`src/rtl/zsub_rx_pkg.sv`:
```
package zsub_rx_pkg;
  // symbol carried through the window: positive, negative, violation flag
  typedef struct packed {
    logic p;
    logic n;
    logic v;
  } sym_t;

  localparam int WIN_STAGES = 3;               // cleaned history stages
  localparam int LATENCY    = WIN_STAGES + 1;  // capture + history + output
  localparam sym_t SYM_ZERO = '{p: 1'b0, n: 1'b0, v: 1'b0};
endpackage

```
`src/rtl/zsub_pol_track.sv`:
```
module zsub_pol_track (
  input  logic clk,
  input  logic rst_n,
  input  logic sym_p,
  input  logic sym_n,
  output logic pol_neg,
  output logic pol_vld
);
  logic pol_neg_d;
  logic pol_vld_d;

  always_comb begin
    pol_neg_d = pol_neg;
    pol_vld_d = pol_vld;
    if (sym_p ^ sym_n) begin
      pol_neg_d = sym_n;
      pol_vld_d = 1'b1;
    end
  end

  always_ff @(posedge clk or negedge rst_n) begin
    if (!rst_n) begin
      pol_neg <= 1'b0;
      pol_vld <= 1'b0;
    end else begin
      pol_neg <= pol_neg_d;
      pol_vld <= pol_vld_d;
    end
  end
endmodule

```
`src/rtl/zsub_viol_class.sv`:
```
module zsub_viol_class
  import zsub_rx_pkg::*;
(
  input  sym_t cur,
  input  sym_t h1,
  input  sym_t h2,
  input  sym_t h3,
  input  logic pol_neg,
  input  logic pol_vld,
  input  logic dec_en,
  input  logic hdb3_sel,
  output logic clr_cur,
  output logic clr_h2,
  output logic clr_h3,
  output logic viol
);
  logic m1, m2, m3;
  logic both, single, same;
  logic b3_00v, b3_b0v, hd_000v, hd_b00v;
  logic legal;

  always_comb begin
    m1      = h1.p | h1.n;
    m2      = h2.p | h2.n;
    m3      = h3.p | h3.n;
    both    = cur.p & cur.n;
    single  = cur.p ^ cur.n;
    same    = single & pol_vld & (cur.n == pol_neg);
    b3_00v  = !m1 && !m2;
    b3_b0v  = !m1 && (h2.p ^ h2.n) && (h2.n == cur.n);
    hd_000v = !m1 && !m2 && !m3;
    hd_b00v = !m1 && !m2 && (h3.p ^ h3.n) && (h3.n == cur.n);
    legal   = dec_en && same &&
              (hdb3_sel ? (hd_000v || hd_b00v) : (b3_00v || b3_b0v));
    clr_cur = legal;
    clr_h2  = legal && !hdb3_sel && b3_b0v;
    clr_h3  = legal && hdb3_sel && hd_b00v;
    viol    = both || (same && !legal);
  end
endmodule

```
`src/rtl/zsub_win_pipe.sv`:
```
module zsub_win_pipe
  import zsub_rx_pkg::*;
(
  input  logic clk,
  input  logic rst_n,
  input  logic rx_p,
  input  logic rx_n,
  input  logic clr_cur,
  input  logic clr_h2,
  input  logic viol,
  output sym_t cur,
  output sym_t hist [1:WIN_STAGES]
);
  sym_t cur_d;
  sym_t hist_d [1:WIN_STAGES];

  always_comb begin
    cur_d   = '{p: rx_p, n: rx_n, v: 1'b0};
    hist_d[1] = clr_cur ? SYM_ZERO : '{p: cur.p, n: cur.n, v: viol};
  end

  // later stages shift; stage 3 takes stage 2 cleared when a B0V B sits there
  for (genvar k = 2; k <= WIN_STAGES; k++) begin : g_stage
    if (k == 3) begin : g_clr
      always_comb hist_d[k] = clr_h2 ? SYM_ZERO : hist[k-1];
    end else begin : g_pass
      always_comb hist_d[k] = hist[k-1];
    end
  end

  always_ff @(posedge clk or negedge rst_n) begin
    if (!rst_n) begin
      cur <= SYM_ZERO;
      for (int k = 1; k <= WIN_STAGES; k++) hist[k] <= SYM_ZERO;
    end else begin
      cur <= cur_d;
      for (int k = 1; k <= WIN_STAGES; k++) hist[k] <= hist_d[k];
    end
  end
endmodule

```
`src/rtl/zsub_out_stage.sv`:
```
module zsub_out_stage
  import zsub_rx_pkg::*;
(
  input  logic clk,
  input  logic rst_n,
  input  sym_t last,
  input  logic clr_last,
  input  logic single_rail,
  input  logic mute,
  output logic data_p,
  output logic data_n,
  output logic lcv
);
  sym_t sel;
  logic p_d, n_d, l_d;

  always_comb begin
    sel = clr_last ? SYM_ZERO : last;
    l_d = sel.v;
    if (single_rail) begin
      p_d = sel.p | sel.n;
      n_d = 1'b0;
    end else begin
      p_d = sel.p;
      n_d = sel.n;
    end
    if (mute) begin
      p_d = 1'b0;
      n_d = 1'b0;
    end
  end

  always_ff @(posedge clk or negedge rst_n) begin
    if (!rst_n) begin
      data_p <= 1'b0;
      data_n <= 1'b0;
      lcv    <= 1'b0;
    end else begin
      data_p <= p_d;
      data_n <= n_d;
      lcv    <= l_d;
    end
  end
endmodule

```
`src/rtl/zsub_rx_decoder.sv`:
```
module zsub_rx_decoder
  import zsub_rx_pkg::*;
(
  input  logic clk,
  input  logic rst_n,
  input  logic rx_p_i,
  input  logic rx_n_i,
  input  logic dec_en_i,
  input  logic hdb3_sel_i,
  input  logic single_rail_i,
  input  logic mute_en_i,
  input  logic los_i,
  input  logic clk_inv_i,
  output logic data_p_o,
  output logic data_n_o,
  output logic lcv_o,
  output logic clk_o
);
  sym_t cur;
  sym_t hist [1:WIN_STAGES];
  logic pol_neg, pol_vld;
  logic clr_cur, clr_h2, clr_h3, viol;

  zsub_win_pipe i_pipe (
    .clk(clk), .rst_n(rst_n), .rx_p(rx_p_i), .rx_n(rx_n_i),
    .clr_cur(clr_cur), .clr_h2(clr_h2), .viol(viol),
    .cur(cur), .hist(hist)
  );

  zsub_pol_track i_pol (
    .clk(clk), .rst_n(rst_n), .sym_p(cur.p), .sym_n(cur.n),
    .pol_neg(pol_neg), .pol_vld(pol_vld)
  );

  zsub_viol_class i_class (
    .cur(cur), .h1(hist[1]), .h2(hist[2]), .h3(hist[3]),
    .pol_neg(pol_neg), .pol_vld(pol_vld),
    .dec_en(dec_en_i), .hdb3_sel(hdb3_sel_i),
    .clr_cur(clr_cur), .clr_h2(clr_h2), .clr_h3(clr_h3), .viol(viol)
  );

  zsub_out_stage i_out (
    .clk(clk), .rst_n(rst_n), .last(hist[WIN_STAGES]), .clr_last(clr_h3),
    .single_rail(single_rail_i), .mute(mute_en_i & los_i),
    .data_p(data_p_o), .data_n(data_n_o), .lcv(lcv_o)
  );

  assign clk_o = clk ^ clk_inv_i;
endmodule

```
`config.mk`:
```
export PLATFORM = sky130hd
export DESIGN_NAME = zsub_rx_decoder
export DESIGN_NICKNAME = d
export VERILOG_FILES = /design/src/rtl/zsub_rx_pkg.sv /design/src/rtl/zsub_pol_track.sv /design/src/rtl/zsub_viol_class.sv /design/src/rtl/zsub_win_pipe.sv /design/src/rtl/zsub_out_stage.sv /design/src/rtl/zsub_rx_decoder.sv
export SDC_FILE = /design/constraint.sdc
export NUM_CORES = 1
export LEC_CHECK = 0
export BUFFER_PORTS_ARGS = -buffer_cell sky130_fd_sc_hd__clkbuf_2
export CORE_MARGIN = 4
export CORE_UTILIZATION = 52
export DETAILED_ROUTE_END_ITERATION = 16
export GPL_ROUTABILITY_DRIVEN = 0
export PLACE_DENSITY = 0.76
export SLEW_MARGIN = 30
export SYNTH_ARGS = -nofsm -noshare
export SYNTH_HDL_FRONTEND = slang
export SYNTH_HIERARCHICAL = 1
export SYNTH_SLANG_ARGS = --single-unit
```
`constraint.sdc`:
```
create_clock -name clk -period 2.8 [get_ports clk]
set_clock_uncertainty 0.2 [all_clocks]
set_input_delay 0.42 -clock clk [delete_from_list [all_inputs] [get_ports clk]]
set_output_delay 0.42 -clock clk [all_outputs]
set_load 0.01 [all_outputs]
```
==> impl_metrics.env, run 1 <==
export IMPL_outcome="complete, no violations"
export IMPL_drc=0
export IMPL_rows=13
export IMPL_peakVddDrop_v=0.000312
export IMPL_start_kind="clock port"
export IMPL_drv_cap=0
export IMPL_vias=513
export IMPL_drive_gt1_frac=0.300
export IMPL_dp_cells=85
export IMPL_fin_setup_tns_ns=0
export IMPL_rsz0062_at_grt="false"
export IMPL_start_util=0.555
export IMPL_avgSynthCellArea_um2=12.2
export IMPL_finalNetCount=95
export IMPL_final_max_slew_viol_count=0
export IMPL_worstPathArrival_ns=1.92
export IMPL_vias_per_cell=5.40
export IMPL_power_leakage_uw=0.000417
export IMPL_synth_cells=59
export IMPL_clk_pin_slew_ns=0.08
export IMPL_dp_hpwl_um=944
export IMPL_coreArea_mm2=0.00130
export IMPL_ctsHoldBuffers=3
export IMPL_ios=14
export IMPL_tightest_slew_ns=0.396
export IMPL_drtAntennaViolNets=0
export IMPL_die_area_mm2=0.00205
export IMPL_grt_overflow_total=0
export IMPL_finalSetupViolCount=0
export IMPL_die_y_um=45.3
export IMPL_post_cts_buffers=0
export IMPL_synth_nets=72
export IMPL_hold_viol=0
export IMPL_first_global_vias=532
export IMPL_cts_tree="built"
export IMPL_drt_iter0_markers=3
export IMPL_antenna_found_initial=0
export IMPL_grt_use_total=0.170
export IMPL_yosysWarnings=6
export IMPL_endpoint_kind="output pin"
export IMPL_grt_max_degree=17
export IMPL_diodes=0
export IMPL_stdcell_count=95
export IMPL_numPortBuffers=13
export IMPL_syn_to_final_growth_pct=21.3
export IMPL_die_w_um=45.3
export IMPL_wl_per_cell_um=13.3
export IMPL_cp_max_fo=2
export IMPL_dr_pass1_iters=4
export IMPL_wl_um=1270
export IMPL_clkLatencyLatePin_ns=0.40
export IMPL_min_path_type="primary input to flip-flop"
export IMPL_cp_required_ns=2.18
export IMPL_grt_pass1_wl_um=2190
export IMPL_worst_setup_path_type="clock port to output pin"
export IMPL_syn_area_um2=722
export IMPL_ctsResizeCount=0
export IMPL_power_density_mw_per_mm2=619
export IMPL_p_total_uw=542
export IMPL_slew_limit_headroom=0.734
[cell type report]
| cell class | instances | area [µm²] |
|---|---|---|
| multi-input cells | 34 | 280 |
| inverters | 7 | 26.3 |
| well taps | 15 | 18.8 |
| flip-flops and latches | 16 | 400 |
| clock buffers | 7 | 50.0 |
| fillers | 103 | 425 |
| repair buffers | 16 | 100 |
[registers in the layout (all words and copies together), names as in the netlist]
| register | count |
|---|---|
| i_pipe/cur | 2 |
| i_out/lcv | 1 |
| i_pol/pol_neg | 1 |
| i_out/data_p | 1 |
| i_pipe/hist | 9 |
| i_out/data_n | 1 |
| i_pol/pol_vld | 1 |
[routing by layer]
| metal | wire [µm] | track usage |
|---|---|---|
| met2 | 652 | 0.243 |
| met5 | 0 | 0 |
| met4 | 37 | 0.216 |
| met1 | 476 | 0.153 |
| met3 | 100 | 0.0876 |
[worst max-delay path, cell delays in order]
cell and delay, ns:
clkbuf_4 0.11, clkbuf_4 0.13, xor2_1 0.13, clkbuf_2 0.16
[through the flow]
step           utilization  setup WS [ns]  area (µm²)  hold WS [ns]
3_5_place_dp         0.608          0.540         791         0.137
4_1_cts              0.665          0.244         866       0.00720
5_1_grt              0.673          0.188         876         0.122
3_3_place_gp         0.608          0.540         791         0.133
6_report             0.673          0.256         876         0.144
2_1_floorplan            -          0.575         722       -0.0756
[worst paths after layout]
check	startpoint	endpoint	slack (ns)	cells past startpoint
setup reg to reg	i_pipe/cur[1]$_DFF_PN0_	i_out/lcv$_DFF_PN0_	0.90	4
min in group asynchronous	rst_n	i_out/lcv$_DFF_PN0_	0.26	2
setup / recovery	clk	clk_o	0.26	4
hold reg to reg	i_pipe/hist[6]$_DFF_PN0_	i_pipe/hist[3]$_DFF_PN0_	0.16	0
max in group asynchronous	rst_n	i_pipe/hist[5]$_DFF_PN0_	1.86	2
hold / removal	mute_en_i	i_out/data_p$_DFF_PN0_	0.14	3
[where the power goes]
group / internal [µW] / total, µW / switching, µW
registers: 250 / 262 / 11.5
clock network: 113 / 217 / 104
logic: 34.2 / 63.6 / 29.5
total: 397 / 542 / 145
[placed cells by master, fill, tap and decap left out, types with 2 or more instances in the layout]
cell type / n
clkbuf_4: 6
dlygate4sd3_1: 4
inv_1: 7
nor3_1: 3
a311o_1: 2
nand3_1: 2
ha_1: 3
nor2b_1: 6
clkbuf_2: 13
dfrtp_1: 16
xnor2_1: 4
Power figures use the tool's default switching activity.
==> run 2: changes to the inputs <==
Settings changed: ABC_AREA set to 1, PLACE_DENSITY 0.76 to 0.75.
==> impl_metrics.env, run 2 <==
export IMPL_diodes=0
export IMPL_clkLatencyLatePin_ns=0.38
export IMPL_peakVddDrop_v=0.000401
export IMPL_cp_max_fo=9
export IMPL_die_y_um=47.1
export IMPL_drive_gt1_frac=0.230
export IMPL_first_global_vias=637
export IMPL_vias=628
export IMPL_syn_area_um2=795
export IMPL_largest_reg_flops=9
export IMPL_ctsHoldBuffers=3
export IMPL_endpoint_kind="output pin"
export IMPL_rows=13
export IMPL_p_sw_uw=151
export IMPL_cts_tree="built"
export IMPL_drtAntennaViolNets=0
export IMPL_finalNetCount=136
export IMPL_yosysWarnings=6
export IMPL_worst_setup_path_type="clock port to output pin"
export IMPL_start_kind="clock port"
export IMPL_dr_pass1_iters=4
export IMPL_grt_pass1_wl_um=2420
export IMPL_grt_use_total=0.169
export IMPL_post_cts_buffers=0
export IMPL_min_path_type="primary input to flip-flop"
export IMPL_grt_overflow_total=0
export IMPL_wl_per_cell_um=9.85
export IMPL_clk_pin_slew_ns=0.09
export IMPL_top_register="i_pipe/hist"
export IMPL_rr_worst_depth=9
export IMPL_worstPathArrival_ns=2.08
export IMPL_cp_required_ns=2.18
export IMPL_final_max_slew_viol_count=0
export IMPL_fin_ws_ns=0.103
export IMPL_numPortBuffers=13
export IMPL_swShare=0.277
export IMPL_outcome="complete, no violations"
export IMPL_slew_limit_headroom=0.738
export IMPL_synth_cells=101
export IMPL_r2r_start="i_pipe/cur[1]$_DFF_PN0_"
export IMPL_hold_viol=0
export IMPL_synth_nets=114
export IMPL_crit_path_end="clk_o"
export IMPL_rsz0062_at_grt="false"
export IMPL_clockPowerShare=0.400
export IMPL_cp_startpoint="clk"
export IMPL_wl_um=1350
export IMPL_final_cell_mix="28 x inv_1, 23 x nand2_1, 16 x dfrtp_1"
export IMPL_vias_per_cell=4.58
export IMPL_internal_power_uw=395
export IMPL_dp_hpwl_um=1010
export IMPL_drc=0
export IMPL_die_area_mm2=0.00222
export IMPL_drt_iter0_markers=5
export IMPL_start_util=0.582
export IMPL_regToRegSetupSlack_ns=0.97
export IMPL_antenna_found_initial=0
export IMPL_syn_to_final_growth_pct=18.6
export IMPL_fin_setup_tns_ns=0
export IMPL_avgSynthCellArea_um2=7.87
export IMPL_pwr_share_seq=0.477
export IMPL_p_total_uw=546
export IMPL_coreArea_mm2=0.00137
export IMPL_finalSetupViolCount=0
export IMPL_reg_largest_list="i_pipe/hist x9, i_pipe/cur x2"
export IMPL_grt_max_degree=17
export IMPL_power_density_mw_per_mm2=579
export IMPL_p_comb_frac=0.123
export IMPL_power_leakage_uw=0.000575
export IMPL_worstReg2RegEnd="i_out/data_n$_DFF_PN0_"
export IMPL_final_common_cell="inv_1"
export IMPL_die_w_um=47.1
export IMPL_ctsResizeCount=0
export IMPL_drv_cap=0
export IMPL_dp_slack_ns=0.549
export IMPL_ios=14
export IMPL_tightest_slew_ns=0.394
## run 2: changes by cell type in the layout (fill, tap and decap cells not counted), sizes merged, moves of 2 or more
cell,previous run,this run
a311o,2,0
inv,7,29
nand2,0,25
nor2,1,17
nor2b,6,0
nor3,3,1
xnor2,4,0
## run 2: worst min-delay path by stage
stage | startpoint | endpoint | slack (ns) | cells past startpoint
finish | single_rail_i | i_out/data_n$_DFF_PN0_ | 0.12 | 3
global route | single_rail_i | i_out/data_n$_DFF_PN0_ | 0.12 | 3
CTS | single_rail_i | i_out/data_n$_DFF_PN0_ | 0.11 | 3
detailed placement | i_pipe/hist[6]$_DFF_PN0_ | i_pipe/hist[3]$_DFF_PN0_ | 0.14 | 0
global placement | i_pipe/hist[6]$_DFF_PN0_ | i_pipe/hist[3]$_DFF_PN0_ | 0.14 | 0
floorplan | rst_n | i_out/data_n$_DFF_PN0_ | -0.08 | 0
## run 2: cell type report
type / instances / area, µm²
clock inverters: 1 / 3.75
well taps: 15 / 18.8
clock buffers: 8 / 53.8
fillers: 121 / 424
inverters: 28 / 105
flip-flops and latches: 16 / 400
multi-input cells: 54 / 270
repair buffers: 15 / 90.1
## run 2: critical path, cell delays in order
cell	delay [ns]
clkbuf_4	0.10
clkbuf_4	0.13
clkbuf_4	0.16
inv_1	0.06
nand2_1	0.04
nand2_1	0.06
clkbuf_2	0.12
## run 2: metrics by stage
step                      hold WS, ns  utilization  instance area (µm²)  std cells
after floorplan               -0.0756            -                  795        101
after global placement          0.138        0.632                  863        127
after detailed placement        0.139        0.632                  863        127
after CTS                       0.114        0.690                  942        137
after global routing            0.118        0.690                  942        137
final                           0.123        0.690                  942        137
## run 2: power by group through the flow
| stage | Sequential, µW | Combinational, µW | Clock (µW) |
|---|---|---|---|
| floorplan | 265 | 42.5 | 23.1 |
| global placement | 264 | 62.2 | 33.0 |
| detailed placement | 265 | 64.4 | 33.0 |
| CTS | 261 | 68.2 | 228 |
| global route | 263 | 79.1 | 253 |
| finish | 260 | 67.2 | 218 |
## run 2: layer usage
layer | GRT usage | part of all wire | vias up
met5 | 0 | 0 | -
met4 | 0.171 | 0.017 | 0
met3 | 0.0613 | 0.046 | 4
met2 | 0.268 | 0.54 | 12
met1 | 0.163 | 0.40 | 283
li1 | - | - | 329
==> run 3: changes to the inputs <==
Settings changed: BUFFER_PORTS_ARGS -buffer_cell sky130_fd_sc_hd__clkbuf_2 to -buffer_cell sky130_fd_sc_hd__buf_2, CORE_UTILIZATION 52 to 57, PLACE_DENSITY 0.75 to 0.81.
==> impl_metrics.env, run 3 (synthesized netlist as in run 2, its figures left out) <==
export IMPL_largest_reg_flops=9
export IMPL_numPortBuffers=13
export IMPL_cts_tree="built"
export IMPL_antenna_found_initial=0
export IMPL_rsz0062_at_grt="false"
export IMPL_top_register="i_pipe/hist"
export IMPL_finalSetupViolCount=0
export IMPL_crit_top_cell="clkbuf_4"
export IMPL_diodes=0
export IMPL_cp_required_ns=2.18
export IMPL_start_util=0.611
export IMPL_final_max_slew_viol_count=0
export IMPL_post_cts_buffers=0
export IMPL_fin_area_um2=943
export IMPL_power_density_mw_per_mm2=587
export IMPL_die_y_um=45.3
export IMPL_postPlaceCellArea_um2=863
export IMPL_clk_pin_slew_ns=0.10
export IMPL_coreArea_mm2=0.00130
export IMPL_final_common_cell="inv_1"
export IMPL_slew_limit_headroom=0.773
export IMPL_peakVddDrop_v=0.000435
export IMPL_dr_pass1_iters=4
export IMPL_reg_largest_list="i_pipe/hist x9, i_pipe/cur x2"
export IMPL_critical_path_cell_chain="clkbuf_4 -> clkbuf_4 -> clkbuf_4 -> inv_1 -> nand2_1 -> nand2_1 -> buf_2"
export IMPL_rows=13
export IMPL_worst_setup_path_type="clock port to output pin"
export IMPL_cp_slowest_stage_delay_ns=0.17
export IMPL_ctsResizeCount=0
export IMPL_die_w_um=45.3
export IMPL_hold_viol=0
export IMPL_swShare=0.291
export IMPL_tightest_slew_ns=0.341
export IMPL_grt_max_degree=17
export IMPL_outcome="complete, no violations"
export IMPL_utilization=0.725
export IMPL_drive_gt1_frac=0.238
export IMPL_wl_um=1350
export IMPL_first_global_vias=642
export IMPL_p_comb_frac=0.122
export IMPL_grt_pass1_wl_um=2510
export IMPL_fillers=110
export IMPL_cp_slowest_cell="clkbuf_4"
export IMPL_vias=636
export IMPL_internal_power_uw=393
export IMPL_hold_slack_ns=0.103
export IMPL_syn_to_final_growth_pct=18.7
export IMPL_wl_per_cell_um=9.84
export IMPL_vias_per_cell=4.64
export IMPL_power_leakage_uw=0.000576
export IMPL_die_area_mm2=0.00206
export IMPL_finalNetCount=136
export IMPL_min_path_type="primary input to flip-flop"
export IMPL_drt_iter0_markers=6
export IMPL_fin_setup_tns_ns=0
export IMPL_final_cell_mix="28 x inv_1, 23 x nand2_1, 16 x dfrtp_1"
export IMPL_start_kind="clock port"
export IMPL_p_sw_uw=161
export IMPL_drv_cap=0
export IMPL_cp_max_fo=10
export IMPL_ios=14
export IMPL_grt_overflow_total=0
export IMPL_worstPathArrival_ns=2.10
export IMPL_pwr_share_seq=0.470
export IMPL_endpoint_kind="output pin"
export IMPL_ctsHoldBuffers=3
export IMPL_drtAntennaViolNets=0
export IMPL_drc=0
export IMPL_clkLatencyLatePin_ns=0.40
export IMPL_grt_use_total=0.185
export IMPL_dp_hpwl_um=992
export IMPL_clockPowerShare=0.408
export IMPL_p_total_uw=554
[run 3: cell types whose count changed in the layout (fill, tap and decap cells not counted), sizes merged]
cell,change
buf,+13
clkinv,+1
clkbuf,-14
[run 3: cell type report]
type | instances | area, µm² | area share
multi-input combinational | 54 | 270 | 0.286
timing repair buffer | 15 | 90.1 | 0.0955
sequential | 16 | 400 | 0.424
clock buffer | 7 | 50.0 | 0.0531
clock inverter | 2 | 8.76 | 0.00928
tap | 15 | 18.8 | 0.0199
inverter | 28 | 105 | 0.111
[run 3: critical path: cells and delay by family]
kind | cells | cell delay (ns)
and+or+nand+nor | 2 | 0.11
buffers and inverters | 5 | 0.59
[run 3: metal layers]
layer,GRT usage,part of all wire,vias to the layer above,routed length [µm]
met3,0.0717,0.050,7,67
met4,0.205,0.034,0,46
met1,0.217,0.44,283,590
met5,0,0,-,0
li1,-,-,329,-
met2,0.237,0.48,17,643
[run 3: through the flow]
step                std cells  setup slack (ns)
finish                    137            0.0832
global route              137            0.0148
CTS                       137            0.0734
detailed placement        127             0.556
global placement          127             0.556
floorplan                 101             0.618
[run 3: power groups by stage]
stage                     Combinational (µW)  Sequential [µW]  Clock (µW)
final                                   67.8              260         226
after global routing                    79.9              263         256
after CTS                               68.5              261         236
after detailed placement                65.0              265        32.6
after global placement                  62.8              264        32.6
after floorplan                         42.5              265        23.1
[run 3: final timing paths]
check	startpoint	depth (start not counted)	slack, ns	to
max	clk	7	0.08	clk_o
min	single_rail_i	5	0.10	i_out/data_p$_DFF_PN0_
max reg2reg	i_pipe/cur[1]$_DFF_PN0_	9	0.95	i_out/data_n$_DFF_PN0_
min reg2reg	i_pipe/hist[6]$_DFF_PN0_	0	0.16	i_pipe/hist[3]$_DFF_PN0_
max in group asynchronous	rst_n	2	1.90	i_pipe/hist[4]$_DFF_PN0_
min in group asynchronous	rst_n	2	0.25	i_out/data_n$_DFF_PN0_
